**src/rtl/bmu_pkg.sv**
```systemverilog
// Shared types for the phased multiply unit.
// Phase encoding and decoded-operation kinds; opcode constants for the two forms.
package bmu_pkg;
    timeunit 1ns;
    timeprecision 1ps;

    typedef enum logic [1:0] {
        PH_Q1 = 2'd0,
        PH_Q2 = 2'd1,
        PH_Q3 = 2'd2,
        PH_Q4 = 2'd3
    } phase_t;

    typedef enum logic [1:0] {
        OP_NONE = 2'd0,
        OP_LIT  = 2'd1,
        OP_REG  = 2'd2
    } op_kind_t;

    localparam logic [7:0] LIT_OPCODE = 8'h0D;
    localparam logic [6:0] REG_OPCODE = 7'b0000001;
endpackage

```
**src/rtl/bmu_phase_ctr.sv**
```systemverilog
// Four-phase sequencer.
// Steps Q1 -> Q2 -> Q3 -> Q4 -> Q1 on every clock; reset parks it in Q1.
// Assumes one clock per phase with no stalls.
module bmu_phase_ctr
    import bmu_pkg::*;
(
    input  logic   clk,
    input  logic   rst_n,
    output phase_t phase
);
    timeunit 1ns;
    timeprecision 1ps;

    // Advance the phase by one each clock, wrapping after Q4.
    always_ff @(posedge clk) begin
        if (!rst_n) phase <= PH_Q1;
        else        phase <= phase_t'(phase + 2'd1);
    end


    phase_step_chk: assert property (@(posedge clk) disable iff (!rst_n)
        (phase != PH_Q4) |=> (phase == phase_t'($past(phase) + 2'd1)));


    phase_wrap_chk: assert property (@(posedge clk) disable iff (!rst_n)
        (phase == PH_Q4) |=> (phase == PH_Q1));
endmodule

```
**src/rtl/bmu_opnd_addr.sv**
```systemverilog
// Decode and operand address generation (phase 1).
// Classifies the instruction word and forms the 12-bit file address from
// the bank register, the split access window or the index pointer.
// Results are registered at the end of Q1 and held for the rest of the cycle.
// Assumes instr, bank_sel, ext_en and idx_ptr are stable during Q1.
module bmu_opnd_addr
    import bmu_pkg::*;
#(
    parameter int unsigned    DW           = 8,
    parameter int unsigned    AW           = 12,
    parameter logic [DW-1:0]  ACCESS_SPLIT = 8'h5F
) (
    input  logic             clk,
    input  logic             rst_n,
    input  phase_t           phase,
    input  logic [2*DW-1:0]  instr,
    input  logic [AW-DW-1:0] bank_sel,
    input  logic             ext_en,
    input  logic [AW-1:0]    idx_ptr,
    output op_kind_t         kind_q,
    output logic [DW-1:0]    lit_q,
    output logic [AW-1:0]    addr_q
);
    timeunit 1ns;
    timeprecision 1ps;

    localparam int unsigned BW = AW - DW;

    logic [DW-1:0] opc;
    logic [DW-1:0] ofs;
    logic          use_bank;
    logic          in_low_win;
    op_kind_t      kind_c;
    logic [AW-1:0] addr_c;

    assign opc        = instr[2*DW-1:DW];
    assign ofs        = instr[DW-1:0];
    assign use_bank   = instr[DW];
    assign in_low_win = (ofs <= ACCESS_SPLIT);

    // Classify the instruction word into immediate form, file form or neither.
    always_comb begin
        if (opc == LIT_OPCODE)            kind_c = OP_LIT;
        else if (opc[DW-1:1] == REG_OPCODE) kind_c = OP_REG;
        else                              kind_c = OP_NONE;
    end

    // Select banked, indexed or split-window addressing for the file operand.
    always_comb begin
        if (use_bank)
            addr_c = {bank_sel, ofs};
        else if (in_low_win && ext_en)
            addr_c = idx_ptr + {{BW{1'b0}}, ofs};
        else if (in_low_win)
            addr_c = {{BW{1'b0}}, ofs};
        else
            addr_c = {{BW{1'b1}}, ofs};
    end

    // Capture the decode results at the end of Q1.
    always_ff @(posedge clk) begin
        if (!rst_n) begin
            kind_q <= OP_NONE;
            lit_q  <= '0;
            addr_q <= '0;
        end else if (phase == PH_Q1) begin
            kind_q <= kind_c;
            lit_q  <= ofs;
            addr_q <= addr_c;
        end
    end


    bank_addr_chk: assert property (@(posedge clk) disable iff (!rst_n)
        (phase == PH_Q1 && kind_c == OP_REG && use_bank)
        |=> (addr_q[AW-1:DW] == $past(bank_sel)));


    high_win_chk: assert property (@(posedge clk) disable iff (!rst_n)
        (phase == PH_Q1 && kind_c == OP_REG && !use_bank && !in_low_win)
        |=> (addr_q[AW-1:DW] == {BW{1'b1}}));
endmodule

```
**src/rtl/bmu_prod_unit.sv**
```systemverilog
// Operand capture, multiply and product register (phases 2 to 4).
// Q2 latches W and the selected operand, Q3 forms the 16-bit product,
// Q4 commits it to the product pair unless the word was not a multiply.
// Assumes kind is held from the end of Q1 through Q4.
module bmu_prod_unit
    import bmu_pkg::*;
#(
    parameter int unsigned DW = 8
) (
    input  logic            clk,
    input  logic            rst_n,
    input  phase_t          phase,
    input  op_kind_t        kind,
    input  logic [DW-1:0]   wreg,
    input  logic [DW-1:0]   lit,
    input  logic [DW-1:0]   rf_rdata,
    output logic [2*DW-1:0] prod
);
    timeunit 1ns;
    timeprecision 1ps;

    localparam int unsigned PW = 2 * DW;

    logic [DW-1:0] op_a;
    logic [DW-1:0] op_b;
    logic [PW-1:0] prod_nx;

    // Latch both operands at the end of Q2.
    always_ff @(posedge clk) begin
        if (!rst_n) begin
            op_a <= '0;
            op_b <= '0;
        end else if (phase == PH_Q2) begin
            op_a <= wreg;
            op_b <= (kind == OP_LIT) ? lit : rf_rdata;
        end
    end

    // Form the unsigned product at the end of Q3.
    always_ff @(posedge clk) begin
        if (!rst_n)                prod_nx <= '0;
        else if (phase == PH_Q3)   prod_nx <= PW'(op_a) * PW'(op_b);
    end

    // Commit the product pair at the end of Q4 for recognised words only.
    always_ff @(posedge clk) begin
        if (!rst_n)                                prod <= '0;
        else if (phase == PH_Q4 && kind != OP_NONE) prod <= prod_nx;
    end


    prod_hold_chk: assert property (@(posedge clk) disable iff (!rst_n)
        (phase != PH_Q4) |=> $stable(prod));


    none_hold_chk: assert property (@(posedge clk) disable iff (!rst_n)
        (phase == PH_Q4 && kind == OP_NONE) |=> $stable(prod));


    prod_clear_chk: assert property (@(posedge clk)
        (!rst_n) |=> (prod == '0));
endmodule

```
**src/rtl/byte_mul_unit.sv**
```systemverilog
// Top of the phased byte multiply unit.
// Wires the phase sequencer, decode/address stage and product stage, and
// raises the file read strobe in Q2 of a file-form instruction.
// Assumes a combinational register-file read: rf_rdata is valid in the
// same phase as rf_raddr/rf_rd_en.
module byte_mul_unit
    import bmu_pkg::*;
#(
    parameter int unsigned DW = 8,
    parameter int unsigned AW = 12
) (
    input  logic             clk,
    input  logic             rst_n,
    input  logic [2*DW-1:0]  instr,
    input  logic [DW-1:0]    wreg,
    input  logic [AW-DW-1:0] bank_sel,
    input  logic             ext_en,
    input  logic [AW-1:0]    idx_ptr,
    input  logic [DW-1:0]    rf_rdata,
    output logic [AW-1:0]    rf_raddr,
    output logic             rf_rd_en,
    output logic [DW-1:0]    prod_hi,
    output logic [DW-1:0]    prod_lo
);
    timeunit 1ns;
    timeprecision 1ps;

    phase_t          phase;
    op_kind_t        kind_q;
    logic [DW-1:0]   lit_q;
    logic [AW-1:0]   addr_q;
    logic [2*DW-1:0] prod;

    bmu_phase_ctr u_phase (
        .clk   (clk),
        .rst_n (rst_n),
        .phase (phase)
    );

    bmu_opnd_addr #(.DW(DW), .AW(AW)) u_addr (
        .clk      (clk),
        .rst_n    (rst_n),
        .phase    (phase),
        .instr    (instr),
        .bank_sel (bank_sel),
        .ext_en   (ext_en),
        .idx_ptr  (idx_ptr),
        .kind_q   (kind_q),
        .lit_q    (lit_q),
        .addr_q   (addr_q)
    );

    bmu_prod_unit #(.DW(DW)) u_prod (
        .clk      (clk),
        .rst_n    (rst_n),
        .phase    (phase),
        .kind     (kind_q),
        .wreg     (wreg),
        .lit      (lit_q),
        .rf_rdata (rf_rdata),
        .prod     (prod)
    );

    // Drive the file read port from the latched address during Q2.
    assign rf_raddr = addr_q;
    assign rf_rd_en = (phase == PH_Q2) && (kind_q == OP_REG);
    assign prod_hi  = prod[2*DW-1:DW];
    assign prod_lo  = prod[DW-1:0];


    rd_phase_chk: assert property (@(posedge clk) disable iff (!rst_n)
        rf_rd_en |=> (phase == PH_Q3 && !rf_rd_en));


    rd_addr_chk: assert property (@(posedge clk) disable iff (!rst_n)
        rf_rd_en |=> $stable(rf_raddr));
endmodule

```
**config.mk**
```make
export PLATFORM = sky130hd
export DESIGN_NAME = byte_mul_unit
export DESIGN_NICKNAME = d
export VERILOG_FILES = /design/src/rtl/bmu_pkg.sv /design/src/rtl/bmu_phase_ctr.sv /design/src/rtl/bmu_opnd_addr.sv /design/src/rtl/bmu_prod_unit.sv /design/src/rtl/byte_mul_unit.sv
export SDC_FILE = /design/constraint.sdc
export NUM_CORES = 1
export LEC_CHECK = 0
export ABC_AREA = 1
export ABC_CLOCK_PERIOD_IN_PS = 5700
export CAP_MARGIN = 30
export CORE_MARGIN = 3
export CORE_UTILIZATION = 54
export CTS_BUF_LIST = sky130_fd_sc_hd__clkbuf_4
export DETAILED_ROUTE_END_ITERATION = 16
export HOLD_SLACK_MARGIN = 0.1
export PLACE_DENSITY = 0.79
export SYNTH_ARGS = -nofsm -noshare
export SYNTH_HDL_FRONTEND = slang
export SYNTH_HIERARCHICAL = 1
export SYNTH_SLANG_ARGS = --single-unit
```
**constraint.sdc**
```tcl
create_clock -name clk -period 5.7 [get_ports clk]
set_input_delay 0.855 -clock clk [delete_from_list [all_inputs] [get_ports clk]]
set_output_delay 0.855 -clock clk [all_outputs]
set_load 0.01 [all_outputs]
```
# == Word-level counts from Yosys, hierarchy flattened ==
# Index checks and enable logic that the tools add are counted.
# totals
regBits,72
inputBits,51
output_inout_bits,29
# op_classes
n_addsub,2
multipliers,1
magnitude_cmp,1
eq_ne,7
mux,6
reduce_logical,5
# ops
op,n
$mux 12,3
$mul 8x8->16,1
$add 12x8->12,1
$eq 8x4->1 const B,1
$le 8x7->1 const B,1
$mux 8,1
$eq 7x1->1 const B,1
$eq 2x2->1 const B,3
$eq 2x1->1 const B,2
$mux 2,2
$logic_and 1x1->1,3
$add 2x1->2 const B,1
$logic_not 2->1,1
$reduce_bool 2->1,1

# == Logic depth before layout (Yosys ltp) ==
# depth
ltp_word,4
ltp_mapped,22
ltp_nobuf,21

# == By module ==
# The synthesis kept the hierarchy.
# by_module_without_submodules
module,instances,cells_per_inst,area_each_um2,seq_area_each_um2
bmu_prod_unit,1,607,4267.8,960.9
bmu_opnd_addr,1,220,1451.4,440.4
bmu_phase_ctr,1,8,62.6,40.0
byte_mul_unit,1,5,21.3,0.0

# == Worst setup path after synthesis ==
# Ideal clock, no wire load.
# synth_timing
path_type,register -> register
startpoint,register u_prod.op_a[0]
endpoint,register u_prod.prod_nx[15]
setup_ns,0.109
t_arrival_ns,3.782
required_time_ns,5.591
path_slack_ns,1.809
stages_incl_launch_ff,20
n_path_buf,1
period_less_slack_ns,3.891
cell_sequence,dfxtp_1 > clkbuf_1 > nand2_1 > fa_1 > fa_1 > inv_1 > fa_1 > inv_1 > fa_1 > inv_1 > ha_1 > nand2_1 > nor2_1 > and2_1 > nand2_1 > nand3_1 > nand2_1 > nand3_1 > nand2_1 > inv_1
# synth_via
elab_chain_cells,1
# synth_lines
element,line,rtl
start: declaration,bmu_prod_unit.sv:24,logic [DW-1:0] op_a;
start signal: assignment,bmu_prod_unit.sv:34,op_a <= wreg;
$mul 8x8->16,bmu_prod_unit.sv:42,else if (phase == PH_Q3) prod_nx <= PW'(op_a) * PW'(op_b);
end signal: assignment,bmu_prod_unit.sv:42,
end: declaration,bmu_prod_unit.sv:26,logic [PW-1:0] prod_nx;
# No other way between the ends.
# A chain may end at the register's enable or synchronous reset.

# == Worst setup path after layout ==
# layout_timing
startpoint,register u_prod.op_a[1]
endpoint,register u_prod.prod_nx[15]
# The elaborated chain is that of the path after synthesis.

==> reports/qor.txt <==
GP Congestion - 0.9103
Root buffer cell - clkbuf_4
First-pass GRT wire length - 23.15 mm
GR Overflow Total - 0
TritonCTS clock tree - yes
Area share of the largest cell type after synthesis - 0.2484
Pre-CTS WS - 1.597 ns
Worst Setup Path Type - reg -> reg
Max Clock Freq - 242.1 MHz
Met3 WL - 666 um
Pwr per Cell Area - 183.8 nW/um^2
Most frequent cell after synthesis - nand2_1
Post-synthesis sequential area ratio - 0.2484
Setup crit start kind - register
Synth unique cells - 35
Synth top cells by count - 196 x nand2_1, 187 x inv_1, 72 x dfxtp_1
Gr usage total - 0.2415
Crit path capture type - register
Drt pass-1 iters - 5
Placed Instances - 1022
DRT met1 WL - 6.464 mm
Ranking of synthesized cells by area - dfxtp_1 25%, fa_1 13%, nand2_1 13%
Vias - 5157
Final Cycle Share - 0.7247
CTS resizes - 0
Yosys warning count - 6
Final worst setup slack - 1.569 ns
DR vias/cell - 4.968
Final net count - 1029
DP HPWL - 10.55 mm
LEAKAGE - 3.738 nW
Synthesized flop and latch total - 72
Fillers - 966
Worst hold path class - reg -> reg
DRC - 0
Largest net degree at the start of global routing - 60
Top Ports - 80
Synthesized Nets - 972
Critical Path Fanout Max - 9
Row cnt - 37
Fin crit period - 4.131 ns
Wire per inst - 12.89 um
Initial antenna violation count - 0
Starting Density - 0.5596
Setup tns final - 0 ns
Final Max Tran Viols - 0
Chip width - 109.7 um
Drt total wl - 13.38 mm
Mapped Area - 5803 um^2
Met2 routed WL - 6.045 mm
Slew HR - 0.3986
Outcome - complete, no violations
VDD IR max - 133.4 uV
Die area - 12030 um^2
Layout cell share with drive strength beyond 1 - 0.04878
Max_cap viols - 0
Clock latency on the worst-skew pair - 0.42 ns
Async set-reset flop share out of synthesis - 0
Final instance count without filler cells - 1038
Final core occ - 0.6483
CTS clk-pin slew, worst paths - 0.13 ns
Die Ht - 109.7 um
CTS sink cnt - 72
# Post-CTS Setup Buffers - 0
Top Metal Used - met4
Post-synth top area cell - dfxtp_1
EDFF count, synth - 0
Top_reg_cell synth - dfxtp_1
ANT cells - 0
1st-iter DRT viols - 262
Worst-Margin Slew - 0.9022 ns
H-tree level count - 3
Core area - 10370 um^2
Worst path required time - 6.03 ns
Final Skew - 0.01821 ns
# hold bufs at CTS - 0
Critical Path AT - 4.47 ns
Hold Fails Final Rpt - 0
Final hold slack - 0.4808 ns
Vias in the first global route - 5033
Bufs on Longest Clock Path - 2
Port bufs - 79
Synth Instances - 840
RSZ-0062 raised after global routing - false
Area Growth Syn to Fin - 15.85%
Avg Cell Area, Syn - 6.908 um^2
Num CTS Buffers - 9
Number of routed nets with antenna violations - 0
# setup viols final - 0
==> flip-flops by register name (all words and copies together), names as in the netlist <==
| register | count |
|---|---|
| u_prod/prod | 16 |
| u_prod/prod_nx | 16 |
| u_addr/addr_q | 12 |
| u_addr/lit_q | 8 |
| u_prod/op_a | 8 |
| u_prod/op_b | 8 |
| u_addr/kind_q | 2 |
| u_phase/phase | 2 |
==> cell type report <==
type,instances,area (um^2),area share
Tap cell,136,170.2,0.02531
Inverter,193,733.2,0.1091
Clock buffer,10,75.07,0.01117
Sequential cell,72,1441,0.2144
Timing Repair Buffer,80,793.3,0.1180
Clock inverter,6,68.82,0.01024
Multi-Input combinational cell,541,3441,0.5118
==> worst max-delay path, stage by stage, from the launching register on <==
cell and delay [ns]:
dfxtp_1 0.57, nand2_1 0.13, fa_1 0.50, fa_1 0.55, inv_1 0.06, fa_1 0.52
inv_1 0.06, fa_1 0.54, inv_1 0.05, ha_1 0.36, nand2_1 0.13, nor2_1 0.14
and2_1 0.14, nand2_1 0.06, nand4_1 0.07, nand3_1 0.07, nand2_1 0.07, inv_1 0.04
==> power breakdown <==
part           switching (mW)  internal [mW]  total [mW]
logic                   0.182          0.139       0.321
registers              0.0439          0.539       0.583
clock network           0.192          0.140       0.332
==> logic make-up after synthesis <==
| family | Yosys count | synth area share |
|---|---|---|
| buffers and inverters | 227 | 0.1587 |
| and+or+nand+nor | 337 | 0.2443 |
| adders and majority gates | 81 | 0.2225 |
| AOI/OAI and AO/OA | 116 | 0.1156 |
| DFF | 72 | 0.2484 |
| xor gates and xnor gates | 7 | 0.01057 |
==> per-layer routing <==
metal | track usage | vias up
li1 | - | 2683
met1 | 0.3352 | 2320
met2 | 0.3919 | 138
met3 | 0.03641 | 16
met4 | 0.06768 | 0
met5 | 0 | -
==> per-stage QoR <==
step / area, um^2 / power [mW]
2_1_floorplan: 5803 / 0.7979
6_report: 6723 / 1.236
5_1_grt: 6723 / 1.316
4_1_cts: 6723 / 1.246
3_5_place_dp: 6579 / 0.9130
3_3_place_gp: 6579 / 0.9071
==> layout by cell type, fill, tap and decap left out, types with 8 or more instances in the layout <==
cell             netlist  final
dfxtp_1               72     72
nand4_1                8      8
a21oi_1               45     45
o21ai_0               41     41
ha_1                  44     44
o211ai_1              11     11
nor2_1                69     69
nand2_1              196    196
fa_1                  37     37
nand3_1               46     46
clkdlybuf4s50_1        0     78
clkbuf_4               0     10
inv_1                187    187
==> final timing paths <==
kind,startpoint,to,slack (ns),depth (start not counted)
max,u_prod/op_a[1],u_prod/prod_nx[15],1.57,17
min,u_prod/prod_nx[9],u_prod/prod[9],0.48,2
max reg2reg,u_prod/op_a[1],u_prod/prod_nx[15],1.57,17
min reg2reg,u_prod/prod_nx[9],u_prod/prod[9],0.48,2
No activity file was read; power rests on OpenSTA's default activity.
